File: src/rtl/capt_timer_pkg.sv
package capt_timer_pkg;

  // Strobes from control to datapath, each valid for one clock.
  typedef struct packed {
    logic tick;     // counter increment enable
    logic clear;    // counter clear (wins over tick)
    logic capRise;  // load rising-edge capture register
    logic capFall;  // load falling-edge capture register
  } tmr_strobe_t;

  localparam int unsigned ADDR_SETUP = 0;
  localparam int unsigned ADDR_CTL   = 1;
  localparam int unsigned ADDR_COUNT = 2;
  localparam int unsigned ADDR_RISE  = 3;
  localparam int unsigned ADDR_FALL  = 4;

endpackage

File: src/rtl/capt_timer_dp.sv
module capt_timer_dp
  import capt_timer_pkg::*;
#(
  parameter int unsigned CNT_W = 8
) (
  input  logic              clk,
  input  logic              rst,
  input  tmr_strobe_t       strobe,
  output logic [CNT_W-1:0]  count,
  output logic [CNT_W-1:0]  capRiseVal,
  output logic [CNT_W-1:0]  capFallVal
);

  localparam int unsigned NUM_CAP = 2;

  logic [NUM_CAP-1:0] capLoad;
  logic [CNT_W-1:0]   capQ [NUM_CAP];

  assign capLoad = {strobe.capFall, strobe.capRise};

  always_ff @(posedge clk) begin
    if (rst)               count <= '0;
    else if (strobe.clear) count <= '0;
    else if (strobe.tick)  count <= count + 1'b1;
  end

  // One capture slot per edge polarity; each stores the pre-clear count.
  for (genvar g = 0; g < NUM_CAP; g++) begin : g_cap
    always_ff @(posedge clk) begin
      if (rst)             capQ[g] <= '0;
      else if (capLoad[g]) capQ[g] <= count;
    end
  end

  assign capRiseVal = capQ[0];
  assign capFallVal = capQ[1];

  p_clear_zero_r4: assert property (@(posedge clk) disable iff (rst)
    strobe.clear |=> (count == '0));

  p_step_r2: assert property (@(posedge clk) disable iff (rst)
    (strobe.tick && !strobe.clear) |=> (count == CNT_W'($past(count) + 1'b1)));

  p_hold_r2: assert property (@(posedge clk) disable iff (rst)
    (!strobe.tick && !strobe.clear) |=> (count == $past(count)));

  p_cap_rise_r3: assert property (@(posedge clk) disable iff (rst)
    strobe.capRise |=> (capRiseVal == $past(count)));

  p_cap_fall_r3: assert property (@(posedge clk) disable iff (rst)
    strobe.capFall |=> (capFallVal == $past(count)));

endmodule

File: src/rtl/capt_timer_ctrl.sv
module capt_timer_ctrl
  import capt_timer_pkg::*;
#(
  parameter int unsigned CNT_W   = 8,
  parameter int unsigned DATA_W  = 8,
  parameter int unsigned ADDR_W  = 3,
  parameter int unsigned PRE_W   = 6,
  parameter int unsigned DIV_LOG [4] = '{6, 5, 3, 1}
) (
  input  logic              clk,
  input  logic              rst,
  input  logic [ADDR_W-1:0] regAddr,
  input  logic              regWrEn,
  input  logic [DATA_W-1:0] regWrData,
  output logic [DATA_W-1:0] regRdData,
  input  logic              capIn,
  output logic              irq,
  input  logic [CNT_W-1:0]  count,
  input  logic [CNT_W-1:0]  capRiseVal,
  input  logic [CNT_W-1:0]  capFallVal,
  output tmr_strobe_t       strobe
);

  localparam int unsigned SYNC_N = 2;

  // Setup register fields
  logic [1:0] clkSel;
  logic       clrOnRise, clrOnFall;
  logic       edgeSel;     // 1: rising edge requests, 0: falling
  logic       ovfIntEn;
  logic       ovfHi, ovfLo;
  // Control register fields
  logic       capEn, intEn, irqFlag;

  // Input synchronizer and edge detect
  logic [SYNC_N-1:0] syncQ;
  logic              gatedLvl, prevLvl, riseEv, fallEv;

  always_ff @(posedge clk) begin
    if (rst) begin
      syncQ   <= '0;
      prevLvl <= 1'b0;
    end else begin
      syncQ   <= {syncQ[SYNC_N-2:0], capIn};
      prevLvl <= gatedLvl;
    end
  end

  assign gatedLvl = syncQ[SYNC_N-1] & capEn;
  assign riseEv   = gatedLvl & ~prevLvl;
  assign fallEv   = ~gatedLvl & prevLvl;

  // Prescaler with per-selection tick masks
  logic [PRE_W-1:0] preCnt;
  logic [PRE_W-1:0] maskTab [4];
  logic [PRE_W-1:0] selMask;
  logic             tick;

  for (genvar g = 0; g < 4; g++) begin : g_mask
    assign maskTab[g] = PRE_W'((64'd1 << DIV_LOG[g]) - 64'd1);
  end

  always_ff @(posedge clk) begin
    if (rst) preCnt <= '0;
    else     preCnt <= preCnt + 1'b1;
  end

  assign selMask = maskTab[clkSel];
  assign tick    = (preCnt & selMask) == selMask;

  // Events
  logic clearEv, wrapEv;
  assign clearEv = (clrOnRise & riseEv) | (clrOnFall & fallEv);
  assign wrapEv  = tick & ~clearEv & (count == '1);

  assign strobe.tick    = tick;
  assign strobe.clear   = clearEv;
  assign strobe.capRise = riseEv;
  assign strobe.capFall = fallEv;

  // Register writes
  logic wrSetup, wrCtl, irqSet;
  assign wrSetup = regWrEn && (regAddr == ADDR_W'(ADDR_SETUP));
  assign wrCtl   = regWrEn && (regAddr == ADDR_W'(ADDR_CTL));
  assign irqSet  = (edgeSel ? riseEv : fallEv) | (ovfIntEn & wrapEv);

  always_ff @(posedge clk) begin
    if (rst) begin
      clkSel    <= '0;
      clrOnRise <= 1'b0;
      clrOnFall <= 1'b0;
      edgeSel   <= 1'b0;
      ovfIntEn  <= 1'b0;
      ovfHi     <= 1'b0;
      ovfLo     <= 1'b0;
      capEn     <= 1'b0;
      intEn     <= 1'b0;
      irqFlag   <= 1'b0;
    end else begin
      if (wrSetup) begin
        clkSel    <= regWrData[1:0];
        clrOnRise <= regWrData[2];
        clrOnFall <= regWrData[3];
        edgeSel   <= regWrData[4];
        ovfIntEn  <= regWrData[5];
      end
      if (wrCtl) begin
        capEn <= regWrData[0];
        intEn <= regWrData[1];
      end
      // Sticky flags: write 0 clears, set event wins.
      ovfHi   <= (ovfHi & ~(wrSetup & ~regWrData[7])) | (wrapEv & gatedLvl);
      ovfLo   <= (ovfLo & ~(wrSetup & ~regWrData[6])) | (wrapEv & ~gatedLvl);
      irqFlag <= (irqFlag & ~(wrCtl & ~regWrData[2])) | irqSet;
    end
  end

  assign irq = irqFlag & intEn;

  // Read mux
  always_comb begin
    regRdData = '0;
    case (regAddr)
      ADDR_W'(ADDR_SETUP): regRdData = DATA_W'({ovfHi, ovfLo, ovfIntEn, edgeSel,
                                                clrOnFall, clrOnRise, clkSel});
      ADDR_W'(ADDR_CTL):   regRdData = DATA_W'({irqFlag, intEn, capEn});
      ADDR_W'(ADDR_COUNT): regRdData = DATA_W'(count);
      ADDR_W'(ADDR_RISE):  regRdData = DATA_W'(capRiseVal);
      ADDR_W'(ADDR_FALL):  regRdData = DATA_W'(capFallVal);
      default:             regRdData = '0;
    endcase
  end

  p_tick_gap_r2: assert property (@(posedge clk) disable iff (rst)
    tick |=> !tick);

  p_ovf_hi_r5: assert property (@(posedge clk) disable iff (rst)
    (wrapEv && gatedLvl) |=> ovfHi);

  p_ovf_lo_r5: assert property (@(posedge clk) disable iff (rst)
    (wrapEv && !gatedLvl) |=> ovfLo);

  p_edge_req_r6: assert property (@(posedge clk) disable iff (rst)
    ((edgeSel && riseEv) || (!edgeSel && fallEv)) |=> irqFlag);

  p_ovf_req_r7: assert property (@(posedge clk) disable iff (rst)
    (ovfIntEn && wrapEv) |=> irqFlag);

  p_flag_hold_r9: assert property (@(posedge clk) disable iff (rst)
    (irqFlag && !(wrCtl && !regWrData[2])) |=> irqFlag);

  p_quiet_r10: assert property (@(posedge clk) disable iff (rst)
    (!capEn && $past(!capEn)) |-> (!riseEv && !fallEv));

endmodule

File: src/rtl/capt_timer.sv
module capt_timer
  import capt_timer_pkg::*;
#(
  parameter int unsigned CNT_W  = 8,
  parameter int unsigned DATA_W = 8,
  parameter int unsigned ADDR_W = 3,
  parameter int unsigned PRE_W  = 6
) (
  input  logic              clk,
  input  logic              rst,
  input  logic [ADDR_W-1:0] regAddr,
  input  logic              regWrEn,
  input  logic [DATA_W-1:0] regWrData,
  output logic [DATA_W-1:0] regRdData,
  input  logic              capIn,
  output logic              irq
);

  tmr_strobe_t      strobe;
  logic [CNT_W-1:0] count, capRiseVal, capFallVal;

  capt_timer_ctrl #(
    .CNT_W (CNT_W), .DATA_W(DATA_W), .ADDR_W(ADDR_W), .PRE_W(PRE_W)
  ) ctrl_i (
    .clk       (clk),
    .rst       (rst),
    .regAddr   (regAddr),
    .regWrEn   (regWrEn),
    .regWrData (regWrData),
    .regRdData (regRdData),
    .capIn     (capIn),
    .irq       (irq),
    .count     (count),
    .capRiseVal(capRiseVal),
    .capFallVal(capFallVal),
    .strobe    (strobe)
  );

  capt_timer_dp #(.CNT_W(CNT_W)) dp_i (
    .clk       (clk),
    .rst       (rst),
    .strobe    (strobe),
    .count     (count),
    .capRiseVal(capRiseVal),
    .capFallVal(capFallVal)
  );

endmodule

File: config.mk
export PLATFORM = sky130hd
export DESIGN_NAME = capt_timer
export DESIGN_NICKNAME = d
export VERILOG_FILES = /design/src/rtl/capt_timer_pkg.sv /design/src/rtl/capt_timer_dp.sv /design/src/rtl/capt_timer_ctrl.sv /design/src/rtl/capt_timer.sv
export SDC_FILE = /design/constraint.sdc
export NUM_CORES = 1
export LEC_CHECK = 0
export BUFFER_PORTS_ARGS = -buffer_cell sky130_fd_sc_hd__buf_2
export CORE_UTILIZATION = 45
export CTS_CLUSTER_SIZE = 10
export DETAILED_ROUTE_END_ITERATION = 8
export HOLD_SLACK_MARGIN = 0.12
export PLACE_DENSITY_LB_ADDON = 0.08
export SYNTH_ARGS = -nofsm -noshare
export SYNTH_HDL_FRONTEND = slang
export SYNTH_SLANG_ARGS = --single-unit
File: constraint.sdc
create_clock -name clk -period 2.2 [get_ports clk]
set_input_delay 0.44 -clock clk [delete_from_list [all_inputs] [get_ports clk]]
set_output_delay 0.44 -clock clk [all_outputs]
set_load 0.02 [all_outputs]
---- Yosys cells after proc, flatten, opt, wreduce, memory -nomap -nowiden ----
Memories as Yosys holds them, arrays and structs flattened.
Index checks and enable logic that the tools add are counted.
operators by class
  reduce and logical (&&, ||, !) cells .... 4
  eq/ne operators ......................... 6
  multiplexer cells ....................... 15
  $add $sub $neg .......................... 2
  bitwise logic cells ..................... 35
  $lt $le $gt $ge ......................... 1
operators with widths
  cell                 number
  $pmux 8 s5           1
  $and 1x1->1          17
  $mux 8               2
  $bmux 6 s2           1
  $mux 6               2
  $mux 1               9
  $not 1->1            9
  $add 8x1->8 const B  1
  $eq 8x8->1 const B   1
  $or 1x1->1           7
  $add 6x1->6 const B  1
  $and 6x6->6          1
  $eq 3x2->1 const B   2
  $eq 6x6->1           1
  $eq 3x1->1 const B   1
  $eq 3x3->1 const B   1
  $ge 3x3->1 const B   1
  $logic_not 3->1      1
  $not 2->3            1
  $logic_and 1x1->1    2
  $reduce_or 2->1      1
storage, ports and cells
  RAM bits ................................ 16
  output and inout bits ................... 9
  input port bits ......................... 15
  register bits ........................... 28
  memories ................................ 1
  word-level logic and storage cells ...... 78
memories
  name       depth  width  read ports  clocked after memory_dff  wr ports  RTL line             text
  dp_i.capQ  2      8      2           0                         2         capt_timer_dp.sv:17  logic [CNT_W-1:0] capQ [NUM_CAP];

---- Depth between registers and ports, before layout ----
  word-level depth ........................ 11
  gate-level depth with buffers ........... 6
  depth with buffers taken out ............ 4

---- Modules after synthesis ----
From an unflattened synthesis, not the netlist that was laid out.
second synthesis, totals
  cells, all modules ...................... 209
  area total of the unflattened synthesis .. 2102.0 um2
by module, submodules not included
  module           sequential area each (um2)  area an instance (um2)  cells an instance  instances
  capt_timer_ctrl  400.4                       1148.6                  135                1
  capt_timer_dp    640.6                       953.4                   74                 1

---- Worst setup path after synthesis ----
No wires, ideal clock.
  path type ............................... input port to output port
  start ................................... input port regAddr[1]
  end ..................................... output port regRdData[3]
  data required time ...................... 1.760 ns
  path slack .............................. 0.051 ns
  path buffers ............................ 2
  stages on the path ...................... 6
  arrival ................................. 1.709 ns
  cell sequence ........................... clkbuf_1 > clkbuf_1 > mux2i_1 > nor2_1 > a21oi_1 > o21ai_0
on the way
  cells in the longest elaborated chain, start to end .. 2
  elaborated cells on any way between the ends .. 6
  those cells by class .................... eq/ne (4); mux (1); reduce/logical (1)
ends and longest elaborated chain
  what                                      RTL line                text
  start, declared                           capt_timer.sv:11        input logic [ADDR_W-1:0] regAddr,
  $eq 3x3->1, or another cell as far along  capt_timer_ctrl.sv:123  case (regAddr)
  $pmux 8 s5 (*)                            capt_timer_ctrl.sv:123
  end, declared                             capt_timer.sv:14        output logic [DATA_W-1:0] regRdData,
Mark *: on every way between the ends. The rest lies on a longest branch, timed or not.

---- Final worst setup path ----
  start ................................... input port regAddr[0]
  end ..................................... output port regRdData[3]
Same word-level chain as after synthesis.

==> results.md <==
- The ratio of cells with drive above 1 in the final layout is 18.1%.
- For the pin with the worst max-slew slack, the measured transition is 0.721 ns.
- TritonCTS built the clock tree.
- Synthesis handed over a netlist of 206 instances.
- The critical path is of the in -> out type.
- Ranked by total cell area, the synthesized netlist is headed by sky130_fd_sc_hd__dfxtp_1 (27%), sky130_fd_sc_hd__edfxtp_1 (24%), sky130_fd_sc_hd__mux2i_1 (6.9%).
- The sequential fraction of the synthesis area is 51.0%.
- The proportion of register bits with asynchronous set or reset after synthesis is 0%.
- Summed over all layers, the global routing overflow is 0.
- The achievable clock frequency is 509 MHz.
- The setup slack after placement is 0.244 ns.
- After floorplanning, the core was divided into 24 placement rows.
- The area fraction of the dominant cell type after synthesis is 27.5%.
- The initial antenna violation count is 0.
- The worst register-to-register path ends at ctrl_i.ovfHi$_SDFF_PP0_.
- For this run, the slowest stage of the critical path takes 0.27 ns.
- The layout overhead on the synthesized area is 13.1%.
- The number of global-route vias before repair is 1547.
- Global routing used 20.0% of the available tracks across all layers.
- The number of H-tree levels is 2.
- The signal arrival time at the worst endpoint is 1.53 ns.
- The clock net in this run drives a total of 44 sinks.
- The number of antenna diodes in the final layout is 0.
- The starting density of the core is 46.9%.
- The reg-to-reg critical path startpoint is ctrl_i.preCnt[0]$_SDFF_PP0_.
- By instance count, the leading cell after synthesis is sky130_fd_sc_hd__dfxtp_1.
- The first global-routing pass estimated 7.47 mm of wire.
- The final period demand of the worst path is 1.97 ns.
- Along the worst path, the maximum fanout reaches 12.
- The class of the worst hold path is in -> reg.
- The clock root buffer is sky130_fd_sc_hd__clkbuf_8.
- Entering global routing, the biggest net connects 27 pins.
- The startpoint of the most critical hold path is capIn.
- The most frequent cell on the critical path is sky130_fd_sc_hd__buf_2.
- The total clock buffers created by CTS is 5.
- The count of endpoints failing hold in the final timing report is 0.
- The post-CTS setup buffer count is 0.
- The worst path required time is 1.76 ns.
- Traced cell by cell, the critical path runs through buf_2 -> nor2b_1 -> and2_1 -> nand2_1 -> o21ai_0 -> buf_2.
- The total power per unit cell area is 701 mW/mm².
- The max-capacitance violation count is 0.
- The detailed placement HPWL is 3.12 mm.
- 24 I/O pins were placed.
- The final routed wirelength across all metal layers is 4.35 mm.
- In the synthesized netlist, the cells that appear most often are sky130_fd_sc_hd__dfxtp_1 (28), sky130_fd_sc_hd__nor2_1 (23), sky130_fd_sc_hd__and2_1 (18).
- The netlist area before placement is 0.00204 mm².
- The slowest cell on the critical path is sky130_fd_sc_hd__and2_1.
- The number of enable-type register cells in the synthesized netlist is 16.
- Setup repair after global routing left no endpoint under its margin.
- Counting both buffers and inverters, the worst setup path holds a total of 2.
- The total leakage power is 0.907 nW.
- Counting along the longest clock path gives a buffer depth of 2.
- For the final database, setup skew stands at 0.0100 ns.
- The count of different cell masters after synthesis is 35.
- The number of gates resized after cts is 0.
- The worst voltage drop across the vdd grid is 0.000448 V.
- The setup slack of the critical path after layout is 0.235 ns.
- The weighted congestion reported at the end of routability-driven placement is 0.763.
- The port buffer count is 23.
- A synthesized cell averages 9.91 µm².
- After detailed routing, the average wire length per cell comes to 15.6 µm.
- The worst hold path terminates at ctrl_i.syncQ[0]$_SDFF_PP0_.
- Setup violations remaining at the end of the flow were counted as 0.
- The share of the cycle needed by the critical path after routing is 89.3%.
- The worst max-slew margin expressed relative to the limit is 51.8%.
- The number of search-and-repair iterations in the first detailed-routing pass is 4.
- The critical path startpoint category is a primary input.
- The remaining routing DRC violations is 0.
- Counting buffers and inverters, the worst setup path is 6 cells deep.
- Hold repair after CTS inserted 0 buffers.
- Across all register-to-register paths, the minimum setup slack is 0.28 ns.
- The number of nets in the synthesized netlist is 223.
- The average vias per placed instance is 5.60.
- The nature of the critical path endpoint is an output pin.
- In this run the standard cell core region covers 0.00435 mm².
- Along the worst hold path, the cell count comes to 2.
- The number of storage elements in the synthesis netlist is 44.
- The floorplan step set the die height to 69.3 µm.
- The primary flip-flop cell chosen by synthesis mapping is sky130_fd_sc_hd__dfxtp_1.
- The net count of the finished layout is 243.
- At the later pin of the worst-skew pair, clock insertion delay measures 0.30 ns.
- The die covers 0.00481 mm².
- The x dimension of the die is 69.3 µm.
- The number of vias after detailed routing is 1563.
- The final-layout setup total negative slack is 0 ns.
- The clock transition at the registers of the reported paths is 0.08 ns.
- Of all cell types, the one taking the most synthesized area is sky130_fd_sc_hd__dfxtp_1.
- The cell family with the largest share of critical-path delay is simple AND/OR/NAND/NOR gates.
- The detail route stage leaves a number of antenna-violating nets equal to 0.
- The run finished with clean final reports.
- The count of routing violations after the opening detailed-route iteration is 105.
- Counting cells, the worst reg-to-reg path comes to 4.
- The number of pins exceeding their max-slew limit in the final report is 0.
- Yosys printed 0 warnings.
[area by class of cell]
type                       count  area [µm²]
fill                         406        2050
sequential                    44        1040
multi-input combinational    149         950
timing repair buffer          24         123
clock buffer                   6        82.6
tap                           52        65.1
clock inverter                 2        38.8
inverter                       2        7.51
[routing by layer]
metal | track usage [%] | share of wire [%] | up-vias
li1 | - | - | 779
met1 | 26.9 | 48 | 744
met2 | 31.4 | 47 | 36
met3 | 5.23 | 3.7 | 4
met4 | 6.80 | 0.78 | 0
met5 | 0 | 0 | -
[flip-flops by register name (all words and copies together) (netlist names)]
signal	cells
dp_i.capQ	16
dp_i.count	8
ctrl_i.preCnt	6
ctrl_i.clkSel	2
ctrl_i.syncQ	2
ctrl_i.capEn	1
ctrl_i.clrOnFall	1
ctrl_i.clrOnRise	1
ctrl_i.edgeSel	1
ctrl_i.intEn	1
ctrl_i.irqFlag	1
ctrl_i.ovfHi	1
ctrl_i.ovfIntEn	1
ctrl_i.ovfLo	1
ctrl_i.prevLvl	1
[through the flow]
stage	cells	hold slack, ns	area [µm²]	util (%)	power (mW)
finish	279	0.352	2310	53.0	1.62
global route	279	0.360	2310	53.0	1.69
floorplan	206	0.414	2040	-	0.952
global placement	271	0.427	2190	50.2	0.981
detailed placement	271	0.438	2190	50.2	0.985
CTS	279	0.347	2310	53.0	1.63
[kinds of logic (layout without fill, tap and decap cells)]
family,Yosys count,in the layout,share of synthesized area [%]
compound gates,44,44,13.0
xor+xnor,4,4,1.72
fa+ha+maj,2,2,1.23
buf+inv,13,34,2.45
flops,44,44,51.0
mux,17,17,8.52
simple gates,82,82,22.1
[worst max-delay path by stage]
stage	startpoint	end
floorplan	regAddr[1]	regRdData[3]
global placement	regAddr[2]	regRdData[5]
detailed placement	regAddr[0]	regRdData[7]
CTS	regAddr[2]	regRdData[4]
global route	regAddr[0]	regRdData[7]
finish	regAddr[0]	regRdData[3]
[power breakdown]
group          internal (mW)  total [mW]  switching [mW]
clock network          0.371       0.653           0.281
logic                 0.0374      0.0929          0.0554
registers              0.860       0.873          0.0124
[cell usage in the layout (no fill, tap or decap), types with 4 or more instances in the layout]
cell and instances:
sky130_fd_sc_hd__buf_2 23, sky130_fd_sc_hd__nor2b_1 6, sky130_fd_sc_hd__or3_1 4, sky130_fd_sc_hd__nand2_1 10
sky130_fd_sc_hd__nand2b_1 4, sky130_fd_sc_hd__nor2_1 23, sky130_fd_sc_hd__clkbuf_8 6, sky130_fd_sc_hd__and2_1 18
sky130_fd_sc_hd__edfxtp_1 16, sky130_fd_sc_hd__a21oi_1 14, sky130_fd_sc_hd__a22oi_1 6, sky130_fd_sc_hd__o21ai_0 11
sky130_fd_sc_hd__mux2i_1 14, sky130_fd_sc_hd__dfxtp_1 28, sky130_fd_sc_hd__o22ai_1 6, sky130_fd_sc_hd__nand3_1 4
Note: power is estimated with default switching activity, not from simulation.
